## src/rtl/gpio_irq_pkg.sv

```systemverilog
package gpio_irq_pkg;
  localparam int REG_W = 32;

  typedef enum logic [2:0] {
    K_MODE = 3'd0,
    K_BOTH = 3'd1,
    K_POL  = 3'd2,
    K_EN   = 3'd3,
    K_ACK  = 3'd4,
    K_STAT = 3'd5
  } reg_kind_e;
endpackage

```

## src/rtl/gpio_irq_sync.sv

```systemverilog
module gpio_irq_sync #(
  parameter int W      = 64,
  parameter int STAGES = 2
) (
  input  logic         clk_i,
  input  logic         rst_ni,
  input  logic [W-1:0] d_i,
  output logic [W-1:0] q_o
);
  logic [W-1:0] stage_q [STAGES];

  always_ff @(posedge clk_i or negedge rst_ni) begin
    if (!rst_ni) begin
      for (int s = 0; s < STAGES; s++) stage_q[s] <= '0;
    end else begin
      stage_q[0] <= d_i;
      for (int s = 1; s < STAGES; s++) stage_q[s] <= stage_q[s-1];
    end
  end

  assign q_o = stage_q[STAGES-1];
endmodule

```

## src/rtl/gpio_irq_regs.sv

```systemverilog
module gpio_irq_regs
  import gpio_irq_pkg::*;
#(
  parameter int NUM_PINS  = 64,
  parameter int NUM_WORDS = 2,
  parameter int WIDX_W    = 1,
  parameter int ADDR_W    = 4
) (
  input  logic                         clk_i,
  input  logic                         rst_ni,
  input  logic                         we_i,
  input  logic [ADDR_W-1:0]            addr_i,
  input  logic [REG_W-1:0]             wdata_i,
  input  logic [NUM_WORDS*REG_W-1:0]   stat_i,
  output logic [REG_W-1:0]             rdata_o,
  output logic [NUM_WORDS*REG_W-1:0]   mode_o,
  output logic [NUM_WORDS*REG_W-1:0]   both_o,
  output logic [NUM_WORDS*REG_W-1:0]   pol_o,
  output logic [NUM_WORDS*REG_W-1:0]   en_o,
  output logic [NUM_WORDS*REG_W-1:0]   ack_o
);
  localparam int TOT_W = NUM_WORDS * REG_W;
  localparam logic [TOT_W-1:0] VALID = {TOT_W{1'b1}} >> (TOT_W - NUM_PINS);

  logic [2:0]        kind;
  logic [WIDX_W-1:0] word;
  logic [TOT_W-1:0]  mode_q, both_q, pol_q, en_q, ack_q;

  assign kind = addr_i[ADDR_W-1 -: 3];
  assign word = addr_i[WIDX_W-1:0];

  always_ff @(posedge clk_i or negedge rst_ni) begin
    if (!rst_ni) begin
      mode_q <= '0;
      both_q <= '0;
      pol_q  <= '0;
      en_q   <= '0;
      ack_q  <= VALID;
    end else if (we_i) begin
      for (int w = 0; w < NUM_WORDS; w++) begin
        if (word == WIDX_W'(w)) begin
          case (kind)
            K_MODE: mode_q[w*REG_W +: REG_W] <= wdata_i & VALID[w*REG_W +: REG_W];
            K_BOTH: both_q[w*REG_W +: REG_W] <= wdata_i & VALID[w*REG_W +: REG_W];
            K_POL:  pol_q[w*REG_W +: REG_W]  <= wdata_i & VALID[w*REG_W +: REG_W];
            K_EN:   en_q[w*REG_W +: REG_W]   <= wdata_i & VALID[w*REG_W +: REG_W];
            K_ACK:  ack_q[w*REG_W +: REG_W]  <= wdata_i & VALID[w*REG_W +: REG_W];
            default: ;
          endcase
        end
      end
    end
  end

  always_comb begin
    rdata_o = '0;
    for (int w = 0; w < NUM_WORDS; w++) begin
      if (word == WIDX_W'(w)) begin
        case (kind)
          K_MODE: rdata_o = mode_q[w*REG_W +: REG_W];
          K_BOTH: rdata_o = both_q[w*REG_W +: REG_W];
          K_POL:  rdata_o = pol_q[w*REG_W +: REG_W];
          K_EN:   rdata_o = en_q[w*REG_W +: REG_W];
          K_ACK:  rdata_o = ack_q[w*REG_W +: REG_W];
          K_STAT: rdata_o = stat_i[w*REG_W +: REG_W];
          default: rdata_o = '0;
        endcase
      end
    end
  end

  assign mode_o = mode_q;
  assign both_o = both_q;
  assign pol_o  = pol_q;
  assign en_o   = en_q;
  assign ack_o  = ack_q;
endmodule

```

## src/rtl/gpio_irq_detect.sv

```systemverilog
module gpio_irq_detect #(
  parameter int W = 64
) (
  input  logic         clk_i,
  input  logic         rst_ni,
  input  logic [W-1:0] sync_i,
  input  logic [W-1:0] mode_i,
  input  logic [W-1:0] both_i,
  input  logic [W-1:0] pol_i,
  input  logic [W-1:0] ack_i,
  output logic [W-1:0] hit_o,
  output logic [W-1:0] pend_o,
  output logic [W-1:0] cause_o
);
  logic [W-1:0] prev_q, pend_q;
  logic [W-1:0] rise, fall, lvl;

  assign rise = sync_i & ~prev_q;
  assign fall = ~sync_i & prev_q;

  // both-edge overrides polarity; edge hits only count in edge mode
  assign hit_o = mode_i & ((both_i & (rise | fall)) |
                           (~both_i & pol_i & rise) |
                           (~both_i & ~pol_i & fall));

  // level cause: live synchronised level qualified by polarity
  assign lvl = ~mode_i & ~(sync_i ^ pol_i);

  always_ff @(posedge clk_i or negedge rst_ni) begin
    if (!rst_ni) begin
      prev_q <= '0;
      pend_q <= '0;
    end else begin
      prev_q <= sync_i;
      pend_q <= ack_i & mode_i & (pend_q | hit_o);
    end
  end

  assign pend_o  = pend_q;
  assign cause_o = (mode_i & pend_q) | lvl;
endmodule

```

## src/rtl/gpio_irq_ctrl.sv

```systemverilog
module gpio_irq_ctrl
  import gpio_irq_pkg::*;
#(
  parameter  int NUM_PINS  = 64,
  localparam int NUM_WORDS = (NUM_PINS + REG_W - 1) / REG_W,
  localparam int WIDX_W    = (NUM_WORDS > 1) ? $clog2(NUM_WORDS) : 1,
  localparam int ADDR_W    = 3 + WIDX_W
) (
  input  logic                clk_i,
  input  logic                rst_ni,
  input  logic [NUM_PINS-1:0] pin_i,
  input  logic                reg_we_i,
  input  logic [ADDR_W-1:0]   reg_addr_i,
  input  logic [REG_W-1:0]    reg_wdata_i,
  output logic [REG_W-1:0]    reg_rdata_o,
  output logic                irq_o
);
  localparam int TOT_W = NUM_WORDS * REG_W;

  logic [TOT_W-1:0] pin_pad, sync_vec;
  logic [TOT_W-1:0] mode_vec, both_vec, pol_vec, en_vec, ack_vec;
  logic [TOT_W-1:0] hit_vec, pend_vec, cause_vec, stat_vec;

  always_comb begin
    pin_pad = '0;
    pin_pad[NUM_PINS-1:0] = pin_i;
  end

  gpio_irq_sync #(.W(TOT_W), .STAGES(2)) i_sync (
    .clk_i  (clk_i),
    .rst_ni (rst_ni),
    .d_i    (pin_pad),
    .q_o    (sync_vec)
  );

  gpio_irq_regs #(
    .NUM_PINS  (NUM_PINS),
    .NUM_WORDS (NUM_WORDS),
    .WIDX_W    (WIDX_W),
    .ADDR_W    (ADDR_W)
  ) i_regs (
    .clk_i   (clk_i),
    .rst_ni  (rst_ni),
    .we_i    (reg_we_i),
    .addr_i  (reg_addr_i),
    .wdata_i (reg_wdata_i),
    .stat_i  (stat_vec),
    .rdata_o (reg_rdata_o),
    .mode_o  (mode_vec),
    .both_o  (both_vec),
    .pol_o   (pol_vec),
    .en_o    (en_vec),
    .ack_o   (ack_vec)
  );

  gpio_irq_detect #(.W(TOT_W)) i_detect (
    .clk_i   (clk_i),
    .rst_ni  (rst_ni),
    .sync_i  (sync_vec),
    .mode_i  (mode_vec),
    .both_i  (both_vec),
    .pol_i   (pol_vec),
    .ack_i   (ack_vec),
    .hit_o   (hit_vec),
    .pend_o  (pend_vec),
    .cause_o (cause_vec)
  );

  assign stat_vec = cause_vec & en_vec;
  assign irq_o    = |stat_vec;
endmodule

```

## config.mk

```make
export PLATFORM = sky130hd
export DESIGN_NAME = gpio_irq_ctrl
export DESIGN_NICKNAME = d
export VERILOG_FILES = /design/src/rtl/gpio_irq_pkg.sv /design/src/rtl/gpio_irq_sync.sv /design/src/rtl/gpio_irq_regs.sv /design/src/rtl/gpio_irq_detect.sv /design/src/rtl/gpio_irq_ctrl.sv
export SDC_FILE = /design/constraint.sdc
export NUM_CORES = 1
export LEC_CHECK = 0
export BUFFER_PORTS_ARGS = -buffer_cell sky130_fd_sc_hd__buf_2
export CORE_ASPECT_RATIO = 0.8
export CORE_UTILIZATION = 50
export CTS_CLUSTER_DIAMETER = 60
export DETAILED_ROUTE_END_ITERATION = 12
export PLACE_DENSITY = 0.67
export SLEW_MARGIN = 15
export SYNTH_ARGS = -nofsm -noshare
export SYNTH_HDL_FRONTEND = slang
export SYNTH_SLANG_ARGS = --single-unit
```

## constraint.sdc

```tcl
create_clock -name clk_i -period 4.13 [get_ports clk_i]
set_input_delay 0.413 -clock clk_i [delete_from_list [all_inputs] [get_ports clk_i]]
set_output_delay 0.413 -clock clk_i [all_outputs]
set_load 0.02 [all_outputs]
```

==> impl_metrics.toml, run 1 <==
[power_and_ir_drop]
ir_drop_v = 0.000313
leakage_nw = 14.5
pwr_density_cell_nw_per_um2 = 503

[sta]
final-hold-violation-count = 0
slew_viol_final = 0
setup_viol = 0
fin_ws_ns = 0.241
relSlewSlack_pct = 27.7
fin_skew_ns = 0.0209
fmax_mhz = 257
min_period_over_period_pct = 94.2
worstMarginPinSlew_ns = 1.06
fin_crit_ns = 3.89
rsz0062_at_grt = "no"
hold_ws_ns = 0.131
fin_tns_setup_ns = 0

[clock_network]
cts_buffer_depth = 3
clock-root-buffer = "clkbuf_16"
clk_latency_ns = 0.62
post-cts-setup-buffers = 0
cts-buffers-inserted = 59
cts_tree = "done"
clk_pin_slew_ns = 0.06
htree_levels = 2
clock_sinks = 576

[job]
maxCapViolCount = 0

[critical_path]
crit_arrival_ns = 3.48
path_class = "reg2out"
crit_path_end_kind = "output port"
critPathLaunchType = "register"
startpoint = "i_regs.pol_o[28]$_DFFE_PN0P_"
worst-path-max-fanout = 5
worst-endpoint-required_ns = 3.72
rr_startpoint = "i_sync.q_o[47]$_DFF_PN0_"

[grt]
grt_usage_pct = 25.4
grt_pass1_wl_um = 106000
antenna_found_initial = 2
grt_pass1_vias = 18500
overflow = 0
grt_max_degree = 99

[finish]
drive_gt1_share_pct = 26.5
final_area_sq_um = 30700
postLayoutCoreUtil_pct = 59.5
nets = 2620
area_growth_pct = 16.3

[synthesis]
synth.avg_cell_area_sq_um = 12.1
synth_top_area_share_pct = 48.5
ys_seq_area_share_pct = 54.8
synth_top_family_by_area = "compound AO/OA/AOI/OAI gates"
synthesis.area_sq_um = 26400
syn_inst = 2189
synth_cell_types = 45
synth_xor_area_share_pct = 2.12
synth_top_area_cell = "dfrtp_1"
synth_compound_gate_area_share_pct = 12.8
muxShareOfSynthArea_pct = 12.7
yosys-top-cells-area = "dfrtp_1 (48%), mux2_2 (13%), dfstp_2 (6.4%), ha_1 (6.1%), a22oi_1 (3.6%)"
ys_ff_latch = 576
synthSimpleGateAreaFrac_pct = 7.93
synth_warnings = 0
synthesis.nets = 2420
synth-adder-area-share_pct = 6.06

[status]
run_status = "finished clean"

[routing]
firstDrtPassIters = 5
drt_iter0_markers = 1447
wirelength_um = 67300
ant_nets = 0
avgViaCountPerCell = 5.86
drcViolationCount = 0
routedWlPerCell_um = 21.5
via_count = 18300

[floorplanning]
dieArea_sq_um = 53800
ioPinCount = 136
rows = 74
start_util_pct = 51.2
core_sq_um = 51700
die_y_um = 208
die_x_um = 259

[min_path]
hold_start = "reg_wdata_i[16]"
hp-class = "in2reg"

[placed_design]
post_dp_cell_area_sq_um = 28100
pre_cts_ws_ns = 0.941
hpwl_um = 40500
port_buffers = 135
gp_congestion = 0.835
layer usage:
metal  GRT usage [%]  part of all wire [%]  vias to the layer above
met2            38.6                    46                      619
met4            6.57                   2.0                        4
met1            37.7                    45                     9297
met3            3.99                   7.0                      112
met5               0                 0.051                        -
li1                -                     -                     8259
stage by stage:
stage | std cells | power [mW]
floorplan | 2189 | 9.11
global route | 3122 | 16.2
detailed placement | 2947 | 10.1
finish | 3123 | 15.5
global placement | 2947 | 9.93
CTS | 3122 | 15.6
worst paths after layout:
path | to | cells past startpoint | slack (ns)
worst max-delay path | irq_o | 6 | 0.24
worst min-delay path | i_regs.mode_o[16]$_DFFE_PN0P_ | 3 | 0.13
worst max register to register | i_detect.pend_o[47]$_DFF_PN0_ | 6 | 2.63
worst min register to register | i_sync.q_o[40]$_DFF_PN0_ | 0 | 0.34
max in group asynchronous | i_regs.ack_o[42]$_DFFE_PN1P_ | 3 | 2.66
min in group asynchronous | i_detect.prev_q[1]$_DFF_PN0_ | 2 | 0.45
cell families (layout without fill, tap and decap cells):
family	Yosys count	in the layout
AND/OR/NAND/NOR	383	383
flip-flops	576	576
XOR/XNOR	64	64
multiplexers	298	298
adder cells (fa/ha/maj)	128	128
buffers and inverters	245	494
other	0	1
AO/OA/AOI/OAI	495	495
synth_stat cells, drive strengths merged:
library cell,n
a221oi,1
xnor2,22
clkbuf,75
dfrtp,512
dfstp,64
a2111oi,3
nand4b,1
a2111o,1
and3,27
and3b,2
o21ai,64
nor2b,71
nand3,69
a22oi,126
a21oi,123
inv,150
nand4,38
a211oi,64
nor4,4
and4b,1
a22o,1
or3b,1
nor3,11
and2b,1
or3,1
or4,5
or2b,3
o211a,68
nand3b,1
nor2,32
buf,20
nor3b,3
ha,128
xor2,42
a31oi,23
nand2b,50
a21o,9
mux2,298
o22ai,12
nand2,62
area by class of cell:
type / count / area, sq um
antenna: 1 / 2.50
clock buffer: 90 / 1770
clock inverter: 20 / 219
fill: 4177 / 20900
inverter: 150 / 563
multi-input combinational: 1368 / 11100
sequential: 576 / 14500
tap: 684 / 856
timing repair buffer: 234 / 1740
cells in the final DEF, fill, tap and decap left out, types with 59 or more instances in the layout:
cell	n
nand2_1	62
nand3_1	69
clkbuf_16	59
a211oi_1	64
a22oi_1	126
ha_1	128
o21ai_0	62
o211a_1	68
mux2_2	298
dfrtp_1	512
dfstp_2	64
inv_1	150
a21oi_1	123
buf_2	134
dlygate4sd3_1	65
nor2b_1	71
critical path, stage by stage (launching register included):
cell and delay [ns]:
dfrtp_1 0.43, xor2_1 0.18, o21ai_0 0.16, a2111oi_0 0.94, nand4_1 0.17, or4_1 0.73
buf_2 0.23
registers in the layout, indices dropped and copies added, names as in the netlist:
register and cells:
i_sync.q_o 64, i_regs.pol_o 64, i_detect.prev_q 64, i_regs.both_o 64, i_regs.en_o 64, i_sync.stage_q 64, i_regs.mode_o 64, i_regs.ack_o 64
i_detect.pend_o 64
what timing repair did:
item	CTS	global route
hold buffers	65	0
hold endpoints to repair	141	0
resized for setup	0	0
report_power, final:
| part | switching, mW | total [mW] | internal [mW] |
|---|---|---|---|
| Sequential | 0.936 | 7.60 | 6.67 |
| Clock | 2.25 | 5.40 | 3.15 |
| Combinational | 1.20 | 2.44 | 1.24 |
(Power assumes the default switching activity.)
==> run 2: changes to the inputs <==
--- a/config.mk
+++ b/config.mk
@@ -5,6 +5,7 @@
 export SDC_FILE = /design/constraint.sdc
 export NUM_CORES = 1
 export LEC_CHECK = 0
+export ABC_AREA = 1
 export BUFFER_PORTS_ARGS = -buffer_cell sky130_fd_sc_hd__buf_2
 export CORE_ASPECT_RATIO = 0.8
 export CORE_UTILIZATION = 50
==> impl_metrics.toml, run 2 <==
[critical_path]
path_class = "in2out"
worst-endpoint-required_ns = 3.72
crit_path_end_kind = "output port"
rr_worst_depth = 5
worst-path-max-fanout = 46
crit_arrival_ns = 2.51
critPathLaunchType = "primary input"

[grt]
overflow = 0
grt_max_degree = 107
grt_usage_pct = 26.8
grt_pass1_wl_um = 115000
antenna_found_initial = 2
grt_pass1_vias = 21600

[synthesis]
yosys-top-cells-area = "dfrtp_1 (48%), nand2_1 (11%), o21ai_0 (7.6%), dfstp_2 (6.2%), inv_1 (6.0%)"
synth_warnings = 0
synthesis.nets = 3357
synth_edf_count = 0
ys_ff_latch = 576
synth.most_common_cell = "nand2_1"
syn_inst = 3126
ys_seq_area_share_pct = 53.8
synth_flop_cell = "dfrtp_1"
synthArstFlopShare_pct = 100
synth_top_area_cell = "dfrtp_1"
synth_cell_types = 29
synth_common_cells = "nand2_1 (770), dfrtp_1 (512), inv_1 (431)"
synth_top_area_share_pct = 47.6
synth.avg_cell_area_sq_um = 8.61
synthesis.area_sq_um = 26900

[routing]
drt-met1-wl_um = 31600
drcViolationCount = 0
wl_met3_um = 5310
firstDrtPassIters = 6
dr_wl_met2_um = 32800
routedWlPerCell_um = 17.8
ant_nets = 0
via_count = 22000
avgViaCountPerCell = 5.42
drt_iter0_markers = 2001
routed.top_layer = "met4"
wirelength_um = 72000

[floorplanning]
core_sq_um = 52800
die_y_um = 210
die_x_um = 261
ioPinCount = 136
rows = 75
start_util_pct = 51.0
dieArea_sq_um = 54800

[finish]
most-common-layout-cells = "nand2_1 (770), dfrtp_1 (512), inv_1 (431)"
seq_area_sq_um = 14500
final_area_sq_um = 31100
nets = 3548
n_fill_cell = 4594
area_growth_pct = 15.4
mostFrequentLayoutCell = "nand2_1"
drive_gt1_share_pct = 10.4
multi_input_area_sq_um = 10300

[power_and_ir_drop]
leakage_nw = 16.2
finalPower_mw = 15.2
pwr_density_cell_nw_per_um2 = 491
ir_drop_v = 0.000327

[sta]
fin_tns_setup_ns = 0
rsz0062_at_grt = "no"
final-hold-violation-count = 0
slew_viol_final = 0
hold_ws_ns = 0.218
fin_skew_ns = 0.0155
fin_crit_ns = 2.92
worstMarginPinSlew_ns = 0.932
setup_viol = 0
relSlewSlack_pct = 37.9
fmax_mhz = 342
min_period_over_period_pct = 70.7

[status]
run_status = "finished clean"

[placed_design]
gp_congestion = 0.868
hpwl_um = 45000
post_dp_cell_area_sq_um = 28500
port_buffers = 135

[clock_network]
cts_buffer_depth = 3
clk_latency_ns = 0.61
cts_tree = "done"
post-cts-setup-buffers = 0
clk_pin_slew_ns = 0.06
htree_levels = 2
clock_sinks = 576
cts_resized = 0
cts-buffers-inserted = 56
clock-root-buffer = "clkbuf_16"

[min_path]
holdPathStages = 3
hp-class = "in2reg"

[job]
maxCapViolCount = 0
[run 2: cell types whose count changed in the layout (fill, tap and decap cells not counted), sizes merged, moves of 52 or more]
cell    delta
o211a     -68
o311a     +63
mux2     -298
inv      +286
a21oi    -121
nor2b     -71
nor2     +299
nand2    +719
a211oi    -63
o22ai     +52
o21ai    +384
a22oi     -83
[run 2: repair_timing]
item                                    4_1_cts  5_1_grt
endpoints found under the setup margin        0        0
hold endpoints to repair                    146        0
hold buffers                                 65        0
[run 2: report_power, final]
group	leakage [nW]	total [mW]	internal [mW]	switching (mW)
registers	7.05	7.19	6.53	0.666
clock network	0.961	5.42	3.22	2.19
logic	8.23	2.63	0.959	1.67
[run 2: cell families (layout without fill, tap and decap cells)]
kind of cell	after synthesis	after routing	synth area share [%]
other cells	0	2	0
compound gates	643	643	14.1
simple gates	1234	1234	18.0
flops	576	576	53.8
buf+inv	543	779	8.02
fa+ha+maj	128	128	5.95
xor+xnor	2	2	0.0651
[run 2: layout make-up]
| class | instances | area share (%) |
|---|---|---|
| Antenna cell | 2 | 0.0161 |
| Clock buffer | 81 | 5.24 |
| Clock inverter | 22 | 1.02 |
| Inverter | 439 | 5.31 |
| Multi-Input combinational cell | 2007 | 33.1 |
| Sequential cell | 576 | 46.7 |
| Tap cell | 693 | 2.79 |
| Timing Repair Buffer | 237 | 5.88 |
[run 2: critical path: stages]
cell and delay, ns:
buf_2 0.14, nor2_1 0.17, nand2_1 0.20, inv_2 0.47, buf_12 0.38, nand2_1 0.09, o2111ai_1 0.10, o21ai_0 0.13
nand2_1 0.18, buf_2 0.19
[run 2: worst paths after layout]
path,from,end,slack [ns]
worst max-delay path,reg_addr_i[2],reg_rdata_o[30],1.21
worst min-delay path,reg_wdata_i[5],i_regs.en_o[5]$_DFFE_PN0P_,0.22
worst max register to register,i_sync.q_o[15]$_DFF_PN0_,i_detect.pend_o[15]$_DFF_PN0_,2.73
worst min register to register,i_sync.stage_q[124]$_DFF_PN0_,i_sync.q_o[60]$_DFF_PN0_,0.35
max in group asynchronous,rst_ni,i_regs.ack_o[39]$_DFFE_PN1P_,2.58
min in group asynchronous,rst_ni,i_detect.prev_q[39]$_DFF_PN0_,0.43
[run 2: per-layer routing]
metal	vias up	GRT usage [%]
met5	-	0
met4	0	9.60
met3	172	4.15
met2	823	42.4
met1	10500	37.3
li1	10500	-
[run 2: stage by stage]
stage          instances  worst slack, ns  util [%]
4_1_cts             4055             1.22      58.8
6_report            4057             1.21      58.8
3_5_place_dp        3887             1.23      53.9
3_3_place_gp        3887             1.29      53.9
2_1_floorplan       3126             2.29         -
5_1_grt             4056             1.10      58.8
==> run 3: changes to the inputs <==
--- a/config.mk
+++ b/config.mk
@@ -5,7 +5,7 @@
 export SDC_FILE = /design/constraint.sdc
 export NUM_CORES = 1
 export LEC_CHECK = 0
-export ABC_AREA = 1
+export ABC_AREA = 0
 export BUFFER_PORTS_ARGS = -buffer_cell sky130_fd_sc_hd__buf_2
 export CORE_ASPECT_RATIO = 0.8
 export CORE_UTILIZATION = 50
==> constraint.sdc (replaced) <==
create_clock -name clk_i -period 2.88 [get_ports clk_i]
set_input_delay 0.288 -clock clk_i [delete_from_list [all_inputs] [get_ports clk_i]]
set_output_delay 0.288 -clock clk_i [all_outputs]
set_load 0.02 [all_outputs]
==> impl_metrics.toml, run 3 (synthesis results as in run 1) <==
[routing]
avgViaCountPerCell = 5.78
ant_nets = 0
routedWlPerCell_um = 21.1
drt_iter0_markers = 1398
via_count = 18500
drcViolationCount = 0
wirelength_um = 67300
firstDrtPassIters = 6

[power_and_ir_drop]
p_sw_share_pct = 28.7
power_frac_clock_pct = 34.2
internal_power_mw = 15.9
pwr_density_cell_nw_per_um2 = 707
switching_power_mw = 6.38
ir_drop_v = 0.000488
comb_power_share_pct = 17.0
finalPower_mw = 22.3
leakage_nw = 14.9
seqPwrFrac_pct = 48.8

[placed_design]
port_buffers = 135
post_dp_cell_area_sq_um = 28700
hpwl_um = 42300
pre_cts_ws_ns = -0.0862
placedCellCount = 2999
gp_congestion = 0.844

[sta]
slew_viol_final = 0
final-hold-violation-count = 0
relSlewSlack_pct = 55.4
fmax_mhz = 293
setup_viol = 1
rsz0062_at_grt = "yes"
worstMarginPinSlew_ns = 0.663
fin_tns_setup_ns = -0.538
hold_ws_ns = 0.0438
min_period_over_period_pct = 119
fin_ws_ns = -0.538
fin_skew_ns = 0.0138
fin_crit_ns = 3.42

[finish]
most-common-layout-cells = "dfrtp_1 (512), mux2_2 (298), inv_1 (150)"
nets = 2686
area_growth_pct = 19.1
drive_gt1_share_pct = 28.1
n_fill_cell = 4129
mostFrequentLayoutCell = "dfrtp_1"
postLayoutCoreUtil_pct = 61.0
multi_input_area_sq_um = 11100
final_cells = 3194
seq_area_sq_um = 14500
final_area_sq_um = 31500

[clock_network]
cts-buffers-inserted = 58
clock-root-buffer = "clkbuf_16"
htree_levels = 2
cts_buffer_depth = 3
clock_sinks = 576
cts_tree = "done"
clk_latency_ns = 0.63
clk_pin_slew_ns = 0.06

[floorplanning]
die_x_um = 259
start_util_pct = 51.2
dieArea_sq_um = 53800
core_sq_um = 51700
die_y_um = 208
rows = 74
ioPinCount = 136

[critical_path]
crit_path_end_kind = "output port"
crit_arrival_ns = 3.13
rr_startpoint = "i_sync.q_o[15]$_DFF_PN0_"
r2r_slack_ns = 1.41
path_class = "reg2out"
r2r-end = "i_detect.pend_o[15]$_DFF_PN0_"
worst-endpoint-required_ns = 2.59
worst-path-max-fanout = 4
critPathLaunchType = "register"
rr_worst_depth = 6

[min_path]
hold_start = "reg_wdata_i[7]"
min_to = "i_regs.en_o[39]$_DFFE_PN0P_"
hp-class = "in2reg"
holdPathStages = 2

[grt]
overflow = 0
grt_max_degree = 72
grt_pass1_wl_um = 107000
antenna_found_initial = 4
grt_pass1_vias = 18900
grt_usage_pct = 25.5

[status]
violations = "negative setup slack"
run_status = "complete, but fails checks"

[job]
maxCapViolCount = 0
==> run 3: cell types whose count changed in the layout (fill, tap and decap cells not counted), sizes merged, moves of 52 or more <==
cell,previous run,this run
a211oi,1,64
inv,439,154
o211a,0,68
o22ai,64,12
o21ai,448,64
a21oi,2,123
o311a,63,0
nand2,781,62
nor2,331,32
nor2b,0,71
mux2,0,298
a22oi,43,126
==> run 3: worst max-delay path: stages, from the launching register on <==
cell     delay [ns]
dfrtp_1        0.42
xor2_1         0.20
o21ai_0        0.17
or4_4          0.47
or4_4          0.48
or4_4          0.60
buf_6          0.16
==> run 3: per-layer routing <==
layer  global-route usage [%]  vias up  share of wire [%]
li1                         -     8397                  -
met1                     36.9     9324                 45
met2                     39.4      586                 46
met3                     4.59      146                6.7
met4                     7.24        4                2.4
met5                        0        -              0.039
==> run 3: worst max path at each step <==
stage,start,end,cells past startpoint
floorplan,i_sync.q_o[24]$_DFF_PN0_,irq_o,5
global placement,i_sync.q_o[4]$_DFF_PN0_,irq_o,6
detailed placement,i_sync.q_o[4]$_DFF_PN0_,irq_o,6
CTS,i_sync.q_o[21]$_DFF_PN0_,irq_o,6
global route,i_sync.q_o[4]$_DFF_PN0_,irq_o,6
finish,i_sync.q_o[34]$_DFF_PN0_,irq_o,6
==> run 3: cell type report <==
class	instances	share of cell area, %
Multi-Input combinational cell	1368	35.4
Sequential cell	576	46.0
Antenna cell	5	0.0397
Inverter	150	1.79
Clock buffer	90	5.53
Tap cell	684	2.72
Timing Repair Buffer	301	7.93
Clock inverter	20	0.612
==> run 3: power groups by stage <==
stage	clock, mW	combinational (mW)	sequential [mW]
after floorplan	0	2.43	10.6
after global placement	0	3.54	10.9
after detailed placement	0	3.65	11.0
after CTS	7.79	3.78	10.8
after global routing	8.14	4.17	11.1
final	7.62	3.79	10.9
==> run 3: repair_timing <==
| item | CTS | global route |
|---|---|---|
| hold buffers | 79 | 0 |
| resized for setup | 7 | 6 |
| endpoints found under the setup margin | 1 | 1 |
| gates cloned | 0 | 0 |
| pin swaps | 2 | 6 |
| setup buffers | 0 | 1 |
| hold endpoints to repair | 130 | 0 |
